**config.mk**
```make
export PLATFORM = sky130hd
export DESIGN_NAME = tx_jabber_guard
export DESIGN_NICKNAME = d
export VERILOG_FILES = /design/src/rtl/jab_pkg.sv /design/src/rtl/jab_tick_gen.sv /design/src/rtl/jab_burst_timer.sv /design/src/rtl/jab_penalty_timer.sv /design/src/rtl/jab_lock_fsm.sv /design/src/rtl/tx_jabber_guard.sv
export SDC_FILE = /design/constraint.sdc
export NUM_CORES = 1
export LEC_CHECK = 0
export CORE_ASPECT_RATIO = 1.75
export CORE_MARGIN = 2
export CORE_UTILIZATION = 65
export CTS_CLUSTER_SIZE = 25
export DETAILED_ROUTE_END_ITERATION = 8
export DONT_BUFFER_PORTS = 1
export GPL_TIMING_DRIVEN = 0
export PLACE_DENSITY = 0.81
export SLEW_MARGIN = 20
export SYNTH_ARGS = -nofsm -noshare
export SYNTH_HDL_FRONTEND = slang
export SYNTH_SLANG_ARGS = --single-unit
export TNS_END_PERCENT = 50
```
**constraint.sdc**
```tcl
create_clock -name clk -period 3.5 [get_ports clk]
set_input_delay 0.35 -clock clk [delete_from_list [all_inputs] [get_ports clk]]
set_output_delay 0.35 -clock clk [all_outputs]
set_load 0.02 [all_outputs]
```
**src/rtl/jab_pkg.sv**
```systemverilog
package jab_pkg;
  typedef enum logic [1:0] {
    LK_OPEN       = 2'd0,
    LK_PENALTY    = 2'd1,
    LK_AWAIT_DROP = 2'd2
  } lock_state_t;
endpackage

```
**src/rtl/jab_tick_gen.sv**
```systemverilog
module jab_tick_gen #(
  parameter int unsigned DIV = 200000
) (
  input  logic clk,
  input  logic rst_n,
  output logic tick
);
  localparam int unsigned CW = (DIV > 1) ? $clog2(DIV) : 1;
  localparam logic [CW-1:0] LAST = CW'(DIV - 1);

  logic [CW-1:0] cnt_q, cnt_d;

  assign tick = (cnt_q == LAST);

  always_comb begin
    if (tick) cnt_d = '0;
    else      cnt_d = cnt_q + CW'(1);
  end

  always_ff @(posedge clk or negedge rst_n) begin
    if (!rst_n) cnt_q <= '0;
    else        cnt_q <= cnt_d;
  end


  tick_range_chk: assert property (@(posedge clk) disable iff (!rst_n)
    cnt_q <= LAST);

  generate
    if (DIV > 1) begin : g_gap

      tick_gap_chk: assert property (@(posedge clk) disable iff (!rst_n)
        tick |=> !tick);
    end
  endgenerate
endmodule

```
**src/rtl/jab_burst_timer.sv**
```systemverilog
module jab_burst_timer #(
  parameter int unsigned LIMIT = 25
) (
  input  logic clk,
  input  logic rst_n,
  input  logic tx_en,
  input  logic armed,
  input  logic tick,
  output logic over_limit
);
  localparam int unsigned RW = $clog2(LIMIT + 1);
  localparam logic [RW-1:0] TOP = RW'(LIMIT);

  logic [RW-1:0] run_q, run_d;

  always_comb begin
    if (!tx_en || !armed)        run_d = '0;
    else if (tick && run_q != TOP) run_d = run_q + RW'(1);
    else                         run_d = run_q;
  end

  always_ff @(posedge clk or negedge rst_n) begin
    if (!rst_n) run_q <= '0;
    else        run_q <= run_d;
  end

  assign over_limit = armed && tx_en && (run_q == TOP);


  burst_clear_chk: assert property (@(posedge clk) disable iff (!rst_n)
    !tx_en |=> (run_q == '0));


  burst_sat_chk: assert property (@(posedge clk) disable iff (!rst_n)
    run_q <= TOP);
endmodule

```
**src/rtl/jab_penalty_timer.sv**
```systemverilog
module jab_penalty_timer #(
  parameter int unsigned HOLD = 600
) (
  input  logic clk,
  input  logic rst_n,
  input  logic start,
  input  logic active,
  input  logic tick,
  output logic done
);
  localparam int unsigned HW = (HOLD > 1) ? $clog2(HOLD) : 1;
  localparam logic [HW-1:0] LAST = HW'(HOLD - 1);

  logic [HW-1:0] hold_q, hold_d;

  assign done = active && tick && (hold_q == LAST);

  always_comb begin
    if (start)               hold_d = '0;
    else if (active && tick) hold_d = (hold_q == LAST) ? '0 : hold_q + HW'(1);
    else                     hold_d = hold_q;
  end

  always_ff @(posedge clk or negedge rst_n) begin
    if (!rst_n) hold_q <= '0;
    else        hold_q <= hold_d;
  end


  hold_range_chk: assert property (@(posedge clk) disable iff (!rst_n)
    hold_q <= LAST);


  hold_idle_chk: assert property (@(posedge clk) disable iff (!rst_n)
    (!active && !start) |=> $stable(hold_q));
endmodule

```
**src/rtl/jab_lock_fsm.sv**
```systemverilog
module jab_lock_fsm
  import jab_pkg::*;
(
  input  logic        clk,
  input  logic        rst_n,
  input  logic        tx_en,
  input  logic        over_limit,
  input  logic        hold_done,
  output lock_state_t state
);
  lock_state_t state_q, state_d;

  always_comb begin
    state_d = state_q;
    case (state_q)
      LK_OPEN:       if (over_limit) state_d = LK_PENALTY;
      LK_PENALTY:    if (hold_done)  state_d = tx_en ? LK_AWAIT_DROP : LK_OPEN;
      LK_AWAIT_DROP: if (!tx_en)     state_d = LK_OPEN;
      default:                       state_d = LK_OPEN;
    endcase
  end

  always_ff @(posedge clk or negedge rst_n) begin
    if (!rst_n) state_q <= LK_OPEN;
    else        state_q <= state_d;
  end

  assign state = state_q;


  trip_enter_chk: assert property (@(posedge clk) disable iff (!rst_n)
    (state_q == LK_OPEN && over_limit) |=> (state_q == LK_PENALTY));


  penalty_hold_chk: assert property (@(posedge clk) disable iff (!rst_n)
    (state_q == LK_PENALTY && !hold_done) |=> (state_q == LK_PENALTY));


  await_hold_chk: assert property (@(posedge clk) disable iff (!rst_n)
    (state_q == LK_AWAIT_DROP && tx_en) |=> (state_q == LK_AWAIT_DROP));


  expire_open_chk: assert property (@(posedge clk) disable iff (!rst_n)
    (state_q == LK_PENALTY && hold_done && !tx_en) |=> (state_q == LK_OPEN));
endmodule

```
**src/rtl/tx_jabber_guard.sv**
```systemverilog
module tx_jabber_guard
  import jab_pkg::*;
#(
  parameter int unsigned CLK_PER_TICK = 200000,
  parameter int unsigned TRIP_TICKS   = 25,
  parameter int unsigned HOLD_TICKS   = 600
) (
  input  logic clk,
  input  logic rst_n,
  input  logic tx_en,
  output logic drv_en,
  output logic jabber
);
  logic [1:0]  rst_sync_q;
  logic        rst_int_n;
  logic        tick;
  logic        over_limit;
  logic        hold_done;
  lock_state_t state;
  logic        is_open;
  logic        in_penalty;

  always_ff @(posedge clk or negedge rst_n) begin
    if (!rst_n) rst_sync_q <= 2'b00;
    else        rst_sync_q <= {rst_sync_q[0], 1'b1};
  end
  assign rst_int_n = rst_sync_q[1];

  assign is_open    = (state == LK_OPEN);
  assign in_penalty = (state == LK_PENALTY);

  jab_tick_gen #(.DIV(CLK_PER_TICK)) u_tick (
    .clk   (clk),
    .rst_n (rst_int_n),
    .tick  (tick)
  );

  jab_burst_timer #(.LIMIT(TRIP_TICKS)) u_burst (
    .clk        (clk),
    .rst_n      (rst_int_n),
    .tx_en      (tx_en),
    .armed      (is_open),
    .tick       (tick),
    .over_limit (over_limit)
  );

  jab_penalty_timer #(.HOLD(HOLD_TICKS)) u_hold (
    .clk    (clk),
    .rst_n  (rst_int_n),
    .start  (over_limit),
    .active (in_penalty),
    .tick   (tick),
    .done   (hold_done)
  );

  jab_lock_fsm u_fsm (
    .clk        (clk),
    .rst_n      (rst_int_n),
    .tx_en      (tx_en),
    .over_limit (over_limit),
    .hold_done  (hold_done),
    .state      (state)
  );

  assign drv_en = tx_en && is_open;
  assign jabber = !is_open;
endmodule

```
After elaboration in Yosys (flattened, before gate mapping)
Index checks and enable logic that the tools add are counted.
{ "word_totals": {"regBits": 37, "latch_bits": 0, "mem_bits_rw": 0, "rom_bits": 0, "output_inout_bits": 2, "word_cells": 40, "n_memories": 0} }
{ "op_classes": {"n_addsub": 3, "mul": 0, "div": 0, "magnitude_cmp": 0, "eq_ne": 9, "shifts": 0, "n_mux": 11, "n_bitwise": 0, "n_reduce_logical": 12} }
{ "op_table": {"columns": ["cell", "count"], "rows": [
  ["$mux 10", 3],
  ["$add 18x1->18 const B", 1],
  ["$eq 18x18->1 const B", 1],
  ["$mux 18", 1],
  ["$add 10x1->10 const B", 1],
  ["$eq 10x10->1 const B", 1],
  ["$mux 5", 2],
  ["$mux 2", 4],
  ["$ne 2x2->1 const B", 3],
  ["$pmux 2 s3", 1],
  ["$add 5x1->5 const B", 1],
  ["$eq 5x5->1 const B", 1],
  ["$logic_and 1x1->1", 5],
  ["$ne 5x5->1 const B", 1],
  ["$reduce_bool 2->1", 2],
  ["$reduce_and 3->1", 1],
  ["$eq 2x1->1 const B", 1],
  ["$eq 2x2->1 const B", 1],
  ["$logic_not 1->1", 2],
  ["$logic_not 2->1", 1],
  ["$logic_or 1x1->1", 1]
]} }

Depth between registers and ports, before layout
Gate-level depths: netlist (run 1).
{ "depth": {"ltp_word": 5, "ltp_mapped": 8, "ltp_nobuf": 7} }

By module
Synthesis (run 1) repeated with hierarchy kept, for this count alone.
{ "hier_totals": {"cells_unflattened": 183, "hier_area_um2": 1856.8} }
{ "by_module_without_submodules": {"columns": ["module", "instances", "cells_per_inst", "area_each_um2", "seq_area_each_um2"], "rows": [
  ["jab_tick_gen", 1, 85, 872.1, 450.4],
  ["jab_penalty_timer", 1, 56, 526.8, 250.2],
  ["jab_burst_timer", 1, 27, 286.5, 125.1],
  ["jab_lock_fsm", 1, 8, 91.3, 50.0],
  ["tx_jabber_guard", 1, 7, 80.1, 50.0]
]} }

Least setup slack after synthesis (run 1)
OpenSTA, ideal clock, no wires.
{ "synth_timing": {"kind": "register -> register", "start": "register u_tick.cnt_q[0]", "end": "register u_hold.hold_q[3]", "setup_ns": 0.092, "arrival_ns": 1.701, "t_required_ns": 3.408, "path_slack_ns": 1.707, "path_stages_with_launch": 8, "cell_sequence": "dfrtp_1 -> ha_1 -> and2_2 -> nand3_2 -> or3_4 -> buf_6 -> nand2b_4 -> o31ai_2"} }
{ "synth_via": {"elab_chain_len": 3} }
{ "synth_lines": {"columns": ["item", "line_no", "rtl"], "rows": [
  ["start: declaration", "jab_tick_gen.sv:11", "logic [CW-1:0] cnt_q, cnt_d;"],
  ["start signal: assignment", "jab_tick_gen.sv:22", "else cnt_q <= cnt_d;"],
  ["$eq 18x18->1", "jab_tick_gen.sv:13", "assign tick = (cnt_q == LAST);"],
  ["$logic_and 1x1->1", "jab_penalty_timer.sv:20", "else if (active && tick) hold_d = (hold_q == LAST) ? '0 : hold_q + HW'(1);"],
  ["$reduce_bool 2->1 (no line)", null, null],
  ["end signal: assignment", "jab_penalty_timer.sv:26", "else hold_q <= hold_d;"],
  ["end: declaration", "jab_penalty_timer.sv:14", "logic [HW-1:0] hold_q, hold_d;"]
]} }
Every way passes these cells.
A chain may end at the register's enable or synchronous reset.

Final worst setup path (run 1)
{ "layout_timing": {"start": "register u_fsm.state_q[0] (netlist: u_fsm.state[0])", "end": "register u_hold.hold_q[7]"} }
{ "layout_via": {"elab_chain_len": 4, "elab_cells_between_ends": 7, "cone_classes": "eq/ne: 1; mux: 1; reduce/logical: 5"} }
{ "layout_lines": {"columns": ["item", "line_no", "rtl"], "rows": [
  ["start: declaration", "jab_lock_fsm.sv:11", "lock_state_t state_q, state_d;"],
  ["start signal: assignment", "jab_lock_fsm.sv:25", "else state_q <= state_d;"],
  ["$logic_not 2->1 (*)", "tx_jabber_guard.sv:29", "assign is_open = (state == LK_OPEN);"],
  ["$logic_and 1x1->1 (*)", null, null],
  ["net drv_en", "tx_jabber_guard.sv:11", "output logic drv_en,"],
  ["$logic_and 1x1->1 (*)", "jab_burst_timer.sv:27", "assign over_limit = armed && tx_en && (run_q == TOP);"],
  ["$mux 10 / $reduce_bool 2->1 (equally long branches)", null, null]
]} }
The timed path passes the listed nets; every way through them passes the cells marked *.

==> results of run 1 <==
-- synthesized netlist by cell type, types with 2 or more instances --
library cell	number
nor2_1	19
nand2_1	18
nor3_1	3
mux2i_1	4
clkbuf_1	2
a31oi_1	3
ha_1	4
xnor2_1	10
nor2b_1	2
and2_1	3
nand3b_1	2
xor2_1	6
inv_1	5
dfrtp_1	37
a21oi_1	2
nand4_1	12
o211ai_1	2
nor4b_1	2
o21ai_0	5
nand3_1	9
o31ai_2	4
nand2b_1	2
and3_2	2
-- per-layer routing --
layer | vias to the layer above | GRT usage | routed length [um]
met5 | - | 0 | 0
met3 | 6 | 0.0569 | 88
met2 | 13 | 0.419 | 1900
met4 | 0 | 0.134 | 76
li1 | 672 | - | -
met1 | 685 | 0.242 | 1320
-- timing repair --
item / CTS / global route
hold buffers: 1 / 0
endpoints found under the hold margin: 2 / 0
resized for setup: 0 / 0
-- kinds of logic after synthesis --
kind of cell,Yosys count,synth area share
and+or+nand+nor,89,0.271
DFF,37,0.483
AOI/OAI and AO/OA,24,0.0952
xor gates and xnor gates,16,0.0731
buffers and inverters,10,0.0287
adders and majority gates,4,0.0261
muxes,4,0.0209
other,1,0.00196
-- per-stage QoR --
step                std cells  hold WS (ns)  power, mW  cell area, um^2  setup WS (ns)
floorplan                 185        0.0544      0.446             1920           1.71
global placement          213        0.0545      0.448             1950           1.54
detailed placement        213        0.0544      0.448             1950           1.49
CTS                       222         0.187      0.740             2050           1.46
global route              222         0.202      0.756             2050           1.26
finish                    222         0.195      0.727             2050           1.48
-- area by class of cell --
type / instances / area share
sequential: 37 / 0.452
multi-input combinational: 138 / 0.457
tap: 28 / 0.0171
buffer: 5 / 0.0177
clock inverter: 3 / 0.00854
inverter: 5 / 0.00915
timing repair buffer: 1 / 0.00488
clock buffer: 5 / 0.0336
-- sequential cells by signal (all words and copies together), names as in the netlist --
register,flops
u_tick.cnt_q,18
u_hold.hold_q,10
u_burst.run_q,5
rst_sync_q,2
u_fsm.state,2
-- power breakdown --
part	switching [mW]	total [mW]	internal [mW]
logic	0.00334	0.00466	0.00133
registers	0.00752	0.436	0.429
clock network	0.149	0.286	0.137
total	0.160	0.727	0.567
-- worst max-delay path by stage --
stage	start	endpoint	slack (ns)	cells past startpoint
6_report	u_fsm.state[0]$_DFFE_PN0P_	u_hold.hold_q[7]$_DFFE_PN0P_	1.48	8
5_1_grt	u_fsm.state[0]$_DFFE_PN0P_	u_hold.hold_q[3]$_DFFE_PN0P_	1.26	8
4_1_cts	u_fsm.state[0]$_DFFE_PN0P_	u_hold.hold_q[7]$_DFFE_PN0P_	1.46	8
3_5_place_dp	u_fsm.state[1]$_DFFE_PN0P_	u_hold.hold_q[7]$_DFFE_PN0P_	1.49	8
3_3_place_gp	u_tick.cnt_q[15]$_DFF_PN0_	u_hold.hold_q[2]$_DFFE_PN0P_	1.54	6
2_1_floorplan	u_tick.cnt_q[0]$_DFF_PN0_	u_hold.hold_q[3]$_DFFE_PN0P_	1.71	7
==> results.toml, run 1 <==
[status]
outcome = "completed"

[placed_design]
routabilityCongestion = 0.850
port_buffers = 0
dp_hpwl_um = 2510

[cts]
cts_tree = "built"
clock-root-buffer = "clkbuf_8"
cts_htree_levels = 2
clk_latency_ns = 0.30
clk_path_buf_depth = 2
post_cts_buffers = 0
cts.sinks = 37
path_clk_slew_ns = 0.07
numCtsBuffers = 5

[grt]
grt_max_degree = 36
grt-ovfl-total = 0
grt_first_pass_wirelength_um = 5690
track_usage = 0.235
antenna_found_initial = 0
grt_pass1_vias = 1367

[floorplanning]
die-area_um2 = 3420
ioPinCount = 5
core_area_um2 = 2860
die_h_um = 75.9
floorplan.rows = 26
die_x_um = 45.1
start_util = 0.670

[detailed_routing]
drt_iter0_markers = 27
route.detailed.drc = 0
ant_nets = 0
wl_per_cell_um = 15.2
vias = 1376
first_pass_iters = 4
wl_um = 3380
via_per_inst = 6.20

[timing]
hold_violations = 0
skew_ns = 0.00542
slew_viol_final = 0
relSlewSlack = 0.504
min_period_over_period = 0.576
worst_pin_slew_ns = 0.744
fmax_mhz = 496
setup_viol = 0
fin_tns_setup_ns = 0
grt_setup_unrepaired = "false"
fin_crit_ns = 2.02

[job]
drv_cap = 0

[logic_synthesis]
ys_warn_count = 0
syn-cell-area_um2 = 1920
yosys_most_used_dff = "dfrtp_1"
yosysUniqueCellTypes = 50
syn_avg_cell_area_um2 = 10.4
synth-seq-cells = 37
synth_fp_nets = 192
synth_cells = 185
synth_top_area_share = 0.483
synth_edf_count = 0
synth-async-reset-ratio = 1.00
ys_top_cells_by_area = "dfrtp_1 (48%), xnor2_1 (4.6%), nand4_1 (3.9%)"
synth_top_area_cell = "dfrtp_1"
seq_area_frac_synth = 0.483

[hold_path]
hold_path.class = "input pin to flip-flop"
worstHoldEndpoint = "u_fsm.state[1]$_DFFE_PN0P_"
hp-start = "tx_en"
holdPathStages = 2

[setup_path]
critical_path.max_stage_delay_ns = 0.39
reg2reg_depth = 8
critPathSlowestCell = "dfrtp_1"
crit_type = "flip-flop to flip-flop"
r2r-start = "u_fsm.state[0]$_DFFE_PN0P_"
worst_ep_required_time_ns = 3.68
r2r-end = "u_hold.hold_q[7]$_DFFE_PN0P_"
crit_path_start_kind = "flip-flop"
r2r_setup_slack_ns = 1.48
cp-end-kind = "flip-flop"
worst-path-buf-inv = 2
cp.arrival_ns = 2.19
crit_chain = "nor2_1 -> nand2_1 -> inv_1 -> and2_0 -> clkbuf_1 -> nor2_4 -> a32oi_1 -> o31ai_2"
cp_top_family = "buffers and inverters"
cp_max_fo = 7

[power_and_ir_drop]
leakage_nw = 0.905
power_density_nw_per_um2 = 354
peakVddDrop_uv = 313

[finish]
antennaDiodeCount = 0
finalNetCount = 200
multi_input_area_um2 = 937
layout_common_cells = "dfrtp_1 (36), nor2_1 (19), nand2_1 (18), nand4_1 (12), xnor2_1 (10)"
regArea_um2 = 927
drive_gt1_frac = 0.144
fillCellCount = 231
syn2layout_area_growth_pct = 6.91
final_common_cell = "dfrtp_1"
final_util = 0.716
Note: power is estimated with default switching activity, not from simulation.
==> run 2, diff against run 1 <==
--- a/config.mk
+++ b/config.mk
@@ -7,12 +7,12 @@
 export LEC_CHECK = 0
 export CORE_ASPECT_RATIO = 1.75
 export CORE_MARGIN = 2
-export CORE_UTILIZATION = 65
+export CORE_UTILIZATION = 56
 export CTS_CLUSTER_SIZE = 25
 export DETAILED_ROUTE_END_ITERATION = 8
 export DONT_BUFFER_PORTS = 1
 export GPL_TIMING_DRIVEN = 0
-export PLACE_DENSITY = 0.81
+export PLACE_DENSITY = 0.74
 export SLEW_MARGIN = 20
 export SYNTH_ARGS = -nofsm -noshare
 export SYNTH_HDL_FRONTEND = slang
==> constraint.sdc (replaced) <==
create_clock -name clk -period 1.6 [get_ports clk]
set_input_delay 0.16 -clock clk [delete_from_list [all_inputs] [get_ports clk]]
set_output_delay 0.16 -clock clk [all_outputs]
set_load 0.02 [all_outputs]
==> results.toml, run 2 (same netlist as run 1, synthesis figures left out) <==
[power_and_ir_drop]
power_switching_mw = 0.338
leakage_nw = 0.984
internal_power_mw = 1.24
power_frac_comb = 0.009
seqPwrFrac = 0.603
power_density_nw_per_um2 = 703
peakVddDrop_uv = 619
switching_share = 0.214
p_clk_frac = 0.388

[setup_path]
cp-end-kind = "flip-flop"
r2r-end = "u_hold.hold_q[6]$_DFFE_PN0P_"
worst_ep_required_time_ns = 1.81
cp.arrival_ns = 2.04
cp_max_fo = 10
r2r-start = "u_tick.cnt_q[15]$_DFF_PN0_"
cp-endpoint = "u_hold.hold_q[6]$_DFFE_PN0P_"
r2r_setup_slack_ns = -0.23
startpoint = "u_tick.cnt_q[15]$_DFF_PN0_"
crit_type = "flip-flop to flip-flop"
crit_path_start_kind = "flip-flop"
reg2reg_depth = 6

[detailed_routing]
ant_nets = 0
via_per_inst = 5.86
wl_um = 3990
drt_iter0_markers = 20
vias = 1483
route.detailed.drc = 0
first_pass_iters = 4
wl_per_cell_um = 15.8

[floorplanning]
die-area_um2 = 3930
core_area_um2 = 3330
die_h_um = 81.4
floorplan.rows = 28
ioPinCount = 5
start_util = 0.576
die_x_um = 48.2

[finish]
antennaDiodeCount = 0
final_common_cell = "dfrtp_1"
reg_top3 = "u_tick.cnt_q x18, u_hold.hold_q x10, u_burst.run_q x5"
multi_input_area_um2 = 993
finalNonFillerCells = 253
fillCellCount = 266
drive_gt1_frac = 0.269
regArea_um2 = 931
finalNetCount = 214
top_register = "u_tick.cnt_q"
syn2layout_area_growth_pct = 17.4
layout_common_cells = "dfrtp_1 (33), nor2_1 (17), nand2_1 (17), buf_4 (13), nand4_1 (12)"
largest_reg_flops = 18
final_area_um2 = 2250

[timing]
slew_viol_final = 0
skew_ns = 0.00847
worst_pin_slew_ns = 0.744
setup_ws_ns = -0.230
setup_viol = 26
min_period_over_period = 1.14
fin_crit_ns = 1.83
relSlewSlack = 0.504
fmax_mhz = 546
grt_setup_unrepaired = "true"
hold_violations = 0

[grt]
grt_first_pass_wirelength_um = 6560
antenna_found_initial = 0
grt-ovfl-total = 0
grt_max_degree = 36
track_usage = 0.236
grt_pass1_vias = 1554

[cts]
cts_tree = "built"
cts.sinks = 37
clk_path_buf_depth = 2
clk_latency_ns = 0.29
cts_htree_levels = 2
numCtsBuffers = 5
clock-root-buffer = "clkbuf_8"
path_clk_slew_ns = 0.07

[placed_design]
routabilityCongestion = 0.858
dp.cells = 230
port_buffers = 0
dp_hpwl_um = 2700
placed_area_um2 = 1980

[job]
drv_cap = 0

[status]
outcome = "complete, but fails checks"
violations = "setup timing"

[hold_path]
hold_path.class = "input pin to flip-flop"
[run 2: routing by layer]
layer  track usage  vias up  routed length (um)
met5             0        -                   0
met4         0.122        0                  84
met3        0.0571        7                  92
met2         0.418       19                2260
met1         0.235      752                1550
li1              -      705                   -
[run 2: cell type report]
type | count | share of cell area
Buffer | 5 | 0.0200
Clock buffer | 6 | 0.0322
Clock inverter | 2 | 0.00445
Inverter | 5 | 0.00945
Multi-Input combinational cell | 138 | 0.441
Sequential cell | 37 | 0.414
Tap cell | 45 | 0.0250
Timing Repair Buffer | 15 | 0.0539
[run 2: what timing repair did]
| action | in CTS | in global routing |
|---|---|---|
| endpoints found under the hold margin | 2 | 1 |
| setup buffers | 12 | 1 |
| resized for setup | 15 | 6 |
| hold buffers | 1 | 1 |
| endpoints found under the setup margin | 26 | 30 |
| pin swaps | 8 | 1 |
[run 2: critical path, cell delays in order, from the launching register on]
cell,delay (ns)
dfrtp_1,0.39
nor4b_2,0.31
nand4_1,0.23
nor2_2,0.34
buf_4,0.24
nand4_1,0.10
o21ai_1,0.14
[run 2: power by group through the flow]
| stage | Sequential (mW) | Combinational (mW) | Clock (mW) |
|---|---|---|---|
| floorplan | 0.968 | 0.00666 | 0 |
| global placement | 0.973 | 0.00782 | 0 |
| detailed placement | 0.973 | 0.00818 | 0 |
| CTS | 0.955 | 0.0108 | 0.635 |
| global route | 0.957 | 0.0152 | 0.678 |
| finish | 0.954 | 0.0135 | 0.614 |
[run 2: stage by stage]
stage	hold slack (ns)	total power, mW	setup WS (ns)	utilization	TNS [ns]
finish	0.0334	1.58	-0.230	0.676	-3.38
global route	0.0282	1.65	-0.332	0.676	-5.66
CTS	0.00293	1.60	-0.215	0.667	-3.00
detailed placement	-0.136	0.981	-0.354	0.595	-5.70
global placement	-0.136	0.980	-0.356	0.595	-5.30
floorplan	-0.136	0.975	-0.0895	-	-0.590
[run 2: how the worst min path moves through the flow]
stage | to | from | slack, ns | cells past startpoint
floorplan | rst_sync_q[0]$_DFF_PN0_ | rst_n | -0.14 | 0
global placement | rst_sync_q[0]$_DFF_PN0_ | rst_n | -0.14 | 0
detailed placement | rst_sync_q[1]$_DFF_PN0_ | rst_n | -0.14 | 0
CTS | u_fsm.state[1]$_DFFE_PN0P_ | tx_en | 0.003 | 2
global route | u_fsm.state[1]$_DFFE_PN0P_ | tx_en | 0.03 | 2
finish | u_fsm.state[1]$_DFFE_PN0P_ | tx_en | 0.03 | 2
